==> config.mk <==
export PLATFORM = sky130hd
export DESIGN_NAME = msrtc_top
export DESIGN_NICKNAME = d
export VERILOG_FILES = /design/src/rtl/msrtc_pkg.sv /design/src/rtl/msrtc_counter.sv /design/src/rtl/msrtc_snapshot.sv /design/src/rtl/msrtc_regif.sv /design/src/rtl/msrtc_top.sv
export SDC_FILE = /design/constraint.sdc
export NUM_CORES = 1
export LEC_CHECK = 0
export CAP_MARGIN = 20
export CORE_UTILIZATION = 40
export DETAILED_ROUTE_END_ITERATION = 10
export DONT_BUFFER_PORTS = 1
export PLACE_DENSITY_LB_ADDON = 0.12
export SLEW_MARGIN = 20
export SYNTH_ARGS = -nofsm -noshare
export SYNTH_HDL_FRONTEND = slang
export SYNTH_SLANG_ARGS = --single-unit
==> constraint.sdc <==
create_clock -name clk -period 2.1 [get_ports clk]
set_clock_uncertainty 0.05 [all_clocks]
set_input_delay 0.42 -clock clk [delete_from_list [all_inputs] [get_ports clk]]
set_output_delay 0.42 -clock clk [all_outputs]
set_load 0.005 [all_outputs]
==> src/rtl/msrtc_pkg.sv <==
package msrtc_pkg;

    localparam int unsigned BUS_DW = 32;
    localparam int unsigned BUS_AW = 8;

    localparam logic [BUS_AW-1:0] OFS_SECONDS  = 8'h08;
    localparam logic [BUS_AW-1:0] OFS_SNAPSHOT = 8'h0C;
    localparam logic [BUS_AW-1:0] OFS_MILLIS   = 8'h10;

    typedef enum logic [1:0] {
        SEL_NONE,
        SEL_SECONDS,
        SEL_SNAPSHOT,
        SEL_MILLIS
    } reg_sel_t;

    typedef struct packed {
        logic              valid;
        logic              write;
        logic [BUS_AW-1:0] addr;
        logic [BUS_DW-1:0] wdata;
    } bus_req_t;

    function automatic reg_sel_t decode_offset(input logic [BUS_AW-1:0] addr);
        reg_sel_t sel;
        case (addr)
            OFS_SECONDS:  sel = SEL_SECONDS;
            OFS_SNAPSHOT: sel = SEL_SNAPSHOT;
            OFS_MILLIS:   sel = SEL_MILLIS;
            default:      sel = SEL_NONE;
        endcase
        return sel;
    endfunction

endpackage

==> src/rtl/msrtc_counter.sv <==
module msrtc_counter #(
    parameter int unsigned MS_PER_SEC = 1000,
    parameter int unsigned SEC_W      = 32,
    localparam int unsigned MS_W      = $clog2(MS_PER_SEC)
) (
    input  logic             clk,
    input  logic             rst,
    input  logic             tick_i,
    input  logic             preset_en_i,
    input  logic [SEC_W-1:0] preset_val_i,
    output logic [SEC_W-1:0] sec_o,
    output logic [MS_W-1:0]  ms_o
);
    localparam logic [MS_W-1:0] MS_LAST = MS_W'(MS_PER_SEC - 1);

    logic [SEC_W-1:0] sec_q;
    logic [MS_W-1:0]  ms_q;
    logic             ms_last;

    assign ms_last = (ms_q == MS_LAST);

    always_ff @(posedge clk) begin
        if (rst) begin
            sec_q <= '0;
            ms_q  <= '0;
        end else if (preset_en_i) begin
            sec_q <= preset_val_i;
            ms_q  <= '0;
        end else if (tick_i) begin
            if (ms_last) begin
                ms_q  <= '0;
                sec_q <= sec_q + 1'b1;
            end else begin
                ms_q <= ms_q + 1'b1;
            end
        end
    end

    assign sec_o = sec_q;
    assign ms_o  = ms_q;

    assert_ms_range_R3: assert property (@(posedge clk) disable iff (rst)
        ms_o < MS_W'(MS_PER_SEC));

    assert_tick_step_R2: assert property (@(posedge clk) disable iff (rst)
        (tick_i && !preset_en_i && ms_o != MS_LAST) |=>
        (ms_o == $past(ms_o) + 1'b1) && $stable(sec_o));

    assert_idle_hold_R2: assert property (@(posedge clk) disable iff (rst)
        (!tick_i && !preset_en_i) |=> $stable(ms_o) && $stable(sec_o));

    assert_rollover_R3: assert property (@(posedge clk) disable iff (rst)
        (tick_i && !preset_en_i && ms_o == MS_LAST) |=>
        (ms_o == '0) && (sec_o == $past(sec_o) + 1'b1));

    assert_preset_wins_R7: assert property (@(posedge clk) disable iff (rst)
        preset_en_i |=> (sec_o == $past(preset_val_i)) && (ms_o == '0));

endmodule

==> src/rtl/msrtc_snapshot.sv <==
module msrtc_snapshot #(
    parameter int unsigned SEC_W = 32
) (
    input  logic             clk,
    input  logic             rst,
    input  logic             load_i,
    input  logic [SEC_W-1:0] sec_i,
    output logic [SEC_W-1:0] shadow_o
);
    logic [SEC_W-1:0] shadow_q;

    always_ff @(posedge clk) begin
        if (rst)         shadow_q <= '0;
        else if (load_i) shadow_q <= sec_i;
    end

    assign shadow_o = shadow_q;

    assert_snap_load_R5: assert property (@(posedge clk) disable iff (rst)
        load_i |=> shadow_o == $past(sec_i));

    assert_snap_hold_R6: assert property (@(posedge clk) disable iff (rst)
        !load_i |=> $stable(shadow_o));

endmodule

==> src/rtl/msrtc_regif.sv <==
module msrtc_regif
    import msrtc_pkg::*;
#(
    parameter int unsigned SEC_W = 32,
    parameter int unsigned MS_W  = 10
) (
    input  logic              clk,
    input  logic              rst,
    input  bus_req_t          req_i,
    input  logic [SEC_W-1:0]  sec_i,
    input  logic [SEC_W-1:0]  shadow_i,
    input  logic [MS_W-1:0]   ms_i,
    output logic              preset_en_o,
    output logic [SEC_W-1:0]  preset_val_o,
    output logic              snap_en_o,
    output logic              rd_valid_o,
    output logic [BUS_DW-1:0] rd_data_o
);
    reg_sel_t          sel;
    logic              is_read;
    logic [BUS_DW-1:0] rd_mux;
    logic              rd_valid_q;
    logic [BUS_DW-1:0] rd_data_q;

    assign sel          = decode_offset(req_i.addr);
    assign is_read      = req_i.valid && !req_i.write;
    assign preset_en_o  = req_i.valid && req_i.write && (sel == SEL_SECONDS);
    assign preset_val_o = req_i.wdata[SEC_W-1:0];
    assign snap_en_o    = is_read && (sel == SEL_MILLIS);

    always_comb begin
        case (sel)
            SEL_SECONDS:  rd_mux = BUS_DW'(sec_i);
            SEL_SNAPSHOT: rd_mux = BUS_DW'(shadow_i);
            SEL_MILLIS:   rd_mux = BUS_DW'(ms_i);
            default:      rd_mux = '0;
        endcase
    end

    always_ff @(posedge clk) begin
        if (rst) begin
            rd_valid_q <= 1'b0;
            rd_data_q  <= '0;
        end else begin
            rd_valid_q <= is_read;
            rd_data_q  <= is_read ? rd_mux : '0;
        end
    end

    assign rd_valid_o = rd_valid_q;
    assign rd_data_o  = rd_data_q;

    assert_rd_latency_R4: assert property (@(posedge clk) disable iff (rst)
        req_i.valid && !req_i.write |=> rd_valid_o);

    assert_rd_quiet_R4: assert property (@(posedge clk) disable iff (rst)
        !(req_i.valid && !req_i.write) |=> !rd_valid_o);

    assert_ms_readback_R5: assert property (@(posedge clk) disable iff (rst)
        snap_en_o |=> rd_data_o == BUS_DW'($past(ms_i)));

endmodule

==> src/rtl/msrtc_top.sv <==
module msrtc_top
    import msrtc_pkg::*;
#(
    parameter int unsigned MS_PER_SEC = 1000,
    parameter int unsigned SEC_W      = 32
) (
    input  logic              clk,
    input  logic              rst,
    input  logic              tick_i,
    input  logic              req_valid_i,
    input  logic              req_write_i,
    input  logic [BUS_AW-1:0] req_addr_i,
    input  logic [BUS_DW-1:0] req_wdata_i,
    output logic              rd_valid_o,
    output logic [BUS_DW-1:0] rd_data_o
);
    localparam int unsigned MS_W = $clog2(MS_PER_SEC);

    bus_req_t         req;
    logic [SEC_W-1:0] sec;
    logic [SEC_W-1:0] shadow;
    logic [MS_W-1:0]  ms;
    logic             preset_en;
    logic [SEC_W-1:0] preset_val;
    logic             snap_en;

    assign req.valid = req_valid_i;
    assign req.write = req_write_i;
    assign req.addr  = req_addr_i;
    assign req.wdata = req_wdata_i;

    msrtc_counter #(.MS_PER_SEC(MS_PER_SEC), .SEC_W(SEC_W)) u_counter (
        .clk          (clk),
        .rst          (rst),
        .tick_i       (tick_i),
        .preset_en_i  (preset_en),
        .preset_val_i (preset_val),
        .sec_o        (sec),
        .ms_o         (ms)
    );

    msrtc_snapshot #(.SEC_W(SEC_W)) u_snapshot (
        .clk      (clk),
        .rst      (rst),
        .load_i   (snap_en),
        .sec_i    (sec),
        .shadow_o (shadow)
    );

    msrtc_regif #(.SEC_W(SEC_W), .MS_W(MS_W)) u_regif (
        .clk          (clk),
        .rst          (rst),
        .req_i        (req),
        .sec_i        (sec),
        .shadow_i     (shadow),
        .ms_i         (ms),
        .preset_en_o  (preset_en),
        .preset_val_o (preset_val),
        .snap_en_o    (snap_en),
        .rd_valid_o   (rd_valid_o),
        .rd_data_o    (rd_data_o)
    );

endmodule

==> results.cfg <==
[outcome]
status = completed

[pwr]
power_mw = 3.69
power_density_mw_per_mm2 = 673
power_frac_comb = 0.014
vdd.ir_drop.worst_v = 0.000445
switching_power_uw = 754
p_int_mw = 2.93
pwr-share-seq = 0.553
clockPowerShare = 0.434
p_leak_nw = 1.95
swShare = 0.204

[logic_synthesis]
ys_seq_area_frac = 0.454
synth_cell_types = 41
syn_inst = 529
ys_async_sr_fraction = 0
yosysTopAreaCell = dfxtp_1
syn_avg_cell_area_um2 = 8.91
yosys_most_used_dff = dfxtp_1
ys_top_cells_by_count = dfxtp_1, nand2_1, nor2_1
yosys-top-cells-area = dfxtp_1, nand2_1, nor2_1
ys_ff_latch = 107
synth_edf_count = 0
synth.cell_area_mm2 = 0.00471
synth_nets = 576
yosysMostFrequentCell = dfxtp_1
synth_top_area_frac = 0.454
yosys_warnings = 0

[worst_setup_path]
crit_path_cell_trace = ha_4 -> buf_6 -> nand3_4 -> nor4_4 -> nand4_1 -> or3_1 -> a311oi_2
path_buf_inv = 1
slowest_delay_ns = 0.39
worstSetupPathType = reg -> reg
critPathArrivalTime_ns = 2.17
critPathTopFamily = simple AND/OR/NAND/NOR gates
worst_path_max_delay_cell = or3_1
cp-start-kind = register
reg2reg_from = u_counter.ms_o[1]
required_ns = 2.31
worstSetupStartpoint = u_counter.ms_o[1]
crit_fanout = 4
end_kind = register

[timing]
setup_viol = 0
finalHoldViolations = 0
min_period_ns = 1.96
fmaxAchievable_mhz = 510
worstMarginPinSlew_ns = 0.883
setup_slack_ns = 0.140
hold_ws_ns = 0.0885
rsz0062_at_grt = true
finalMaxSlewViolations = 0
min_period_over_period = 0.933
slew_headroom = 0.409
setup_tns_ns = 0

[routing]
wl_met1_mm = 5.05
wl_mm = 10.7
top_layer = met4
wl_per_cell_um = 15.3
vias = 3681
drt_iter0_drc = 110
via_per_inst = 5.27
met3_length_um = 398
firstDrtPassIters = 4
drc = 0
wl_met2_mm = 5.09
antenna_left = 0

[worst_hold_path]
worstHoldStart = rst
hp-class = in -> reg

[die]
io_pins = 78
start_util = 0.411
die_h_um = 111
rows = 39
core_mm2 = 0.0115
die-area_mm2 = 0.0122
die_x_um = 111

[cells_and_area]
final_cells = 698
areaGrowthSynthToFinish_pct = 16.2
diodes = 0
nets = 597
drive_above_1_share = 0.169

[place]
place_congestion = 0.797
placed_cells = 681
dp_hpwl_mm = 7.37
port_buffers = 0
place_worst_setup_slack_ns = -0.0564

[clock_network]
clk_pin_slew_ns = 0.07
clock_sinks = 107
cts_buffers = 9
clk_latency_ns = 0.35
htreeDepth = 3
clock_path_buffers = 2
cts_tree = built
cts-root-buf = clkbuf_16

[global_route]
grt_usage = 0.181
grt_pass1_wl_mm = 17.7
grt_overflow = 0
antenna_found_initial = 0
grt_max_degree = 70
grt_pass1_vias = 3570

[job]
cap_viol_max_count = 0
==> per-stage QoR <==
step,instance area (um^2),utilization
final,5480,0.478
after global placement,5130,0.448
after floorplan,4710,-
after global routing,5480,0.478
after detailed placement,5130,0.448
after CTS,5420,0.472
==> per-layer routing <==
| metal | vias to the layer above | track usage |
|---|---|---|
| met4 | 0 | 0.0676 |
| met3 | 11 | 0.0456 |
| met1 | 1728 | 0.231 |
| li1 | 1882 | - |
| met2 | 60 | 0.294 |
| met5 | - | 0 |
==> worst paths after layout <==
check / endpoint / slack [ns] / cells after the start
worst min-delay path: u_counter.sec_o[23] / 0.09 / 1
worst max register to register: u_counter.sec_o[19] / 0.14 / 7
worst min register to register: u_snapshot.shadow_o[1] / 0.40 / 2
worst max-delay path: u_counter.sec_o[19] / 0.14 / 7
==> logic make-up after synthesis <==
logic type / count (synthesis) / synth area share
DFF: 107 / 0.454
and+or+nand+nor: 231 / 0.250
muxes: 34 / 0.0751
xor gates and xnor gates: 37 / 0.0688
adders and majority gates: 2 / 0.00531
AOI/OAI and AO/OA: 78 / 0.110
buffers and inverters: 40 / 0.0361
==> power by group through the flow <==
stage	Sequential, mW	Combinational (mW)	Clock, mW
2_1_floorplan	2.08	0.0664	0
3_3_place_gp	2.08	0.0471	0
3_5_place_dp	2.08	0.0480	0
4_1_cts	2.04	0.0481	1.66
5_1_grt	2.04	0.0555	1.73
6_report	2.04	0.0503	1.60
==> cells in the final DEF (no fill, tap or decap), drive strengths merged, types with 12 or more instances in the layout <==
cell type,n
a211oi,30
a21oi,32
buf,48
clkbuf,12
dfxtp,107
mux2i,23
nand2,81
nand4,18
nor2,76
xnor2,21
xor2,16
==> what timing repair did <==
item,in CTS,in global routing
pin swaps,0,5
setup endpoints to repair,2,9
gates resized for setup,1,11
hold buffers,0,0
setup buffers,0,1
==> layout make-up <==
class	count	area [um^2]
fill	1095	5990
multi-input combinational	382	2450
sequential	107	2140
timing repair buffer	48	418
clock buffer	12	256
tap	143	179
clock inverter	4	23.8
inverter	2	7.51
==> worst register-to-register path: cells and delay by family, from the launching register on <==
family	cells	cell delay, ns
flip-flops	1	0.35
buffers and inverters	1	0.10
AO/OA/AOI/OAI	1	0.25
AND/OR/NAND/NOR	4	0.96
adder cells (fa/ha/maj)	1	0.14
==> flip-flops by register name (all words and copies together) (netlist names) <==
signal               cells
u_counter.ms_o          10
u_regif.rd_valid_o       1
u_regif.rd_data_o       32
u_snapshot.shadow_o     32
u_counter.sec_o         32
Note: power is estimated with default switching activity, not from simulation.
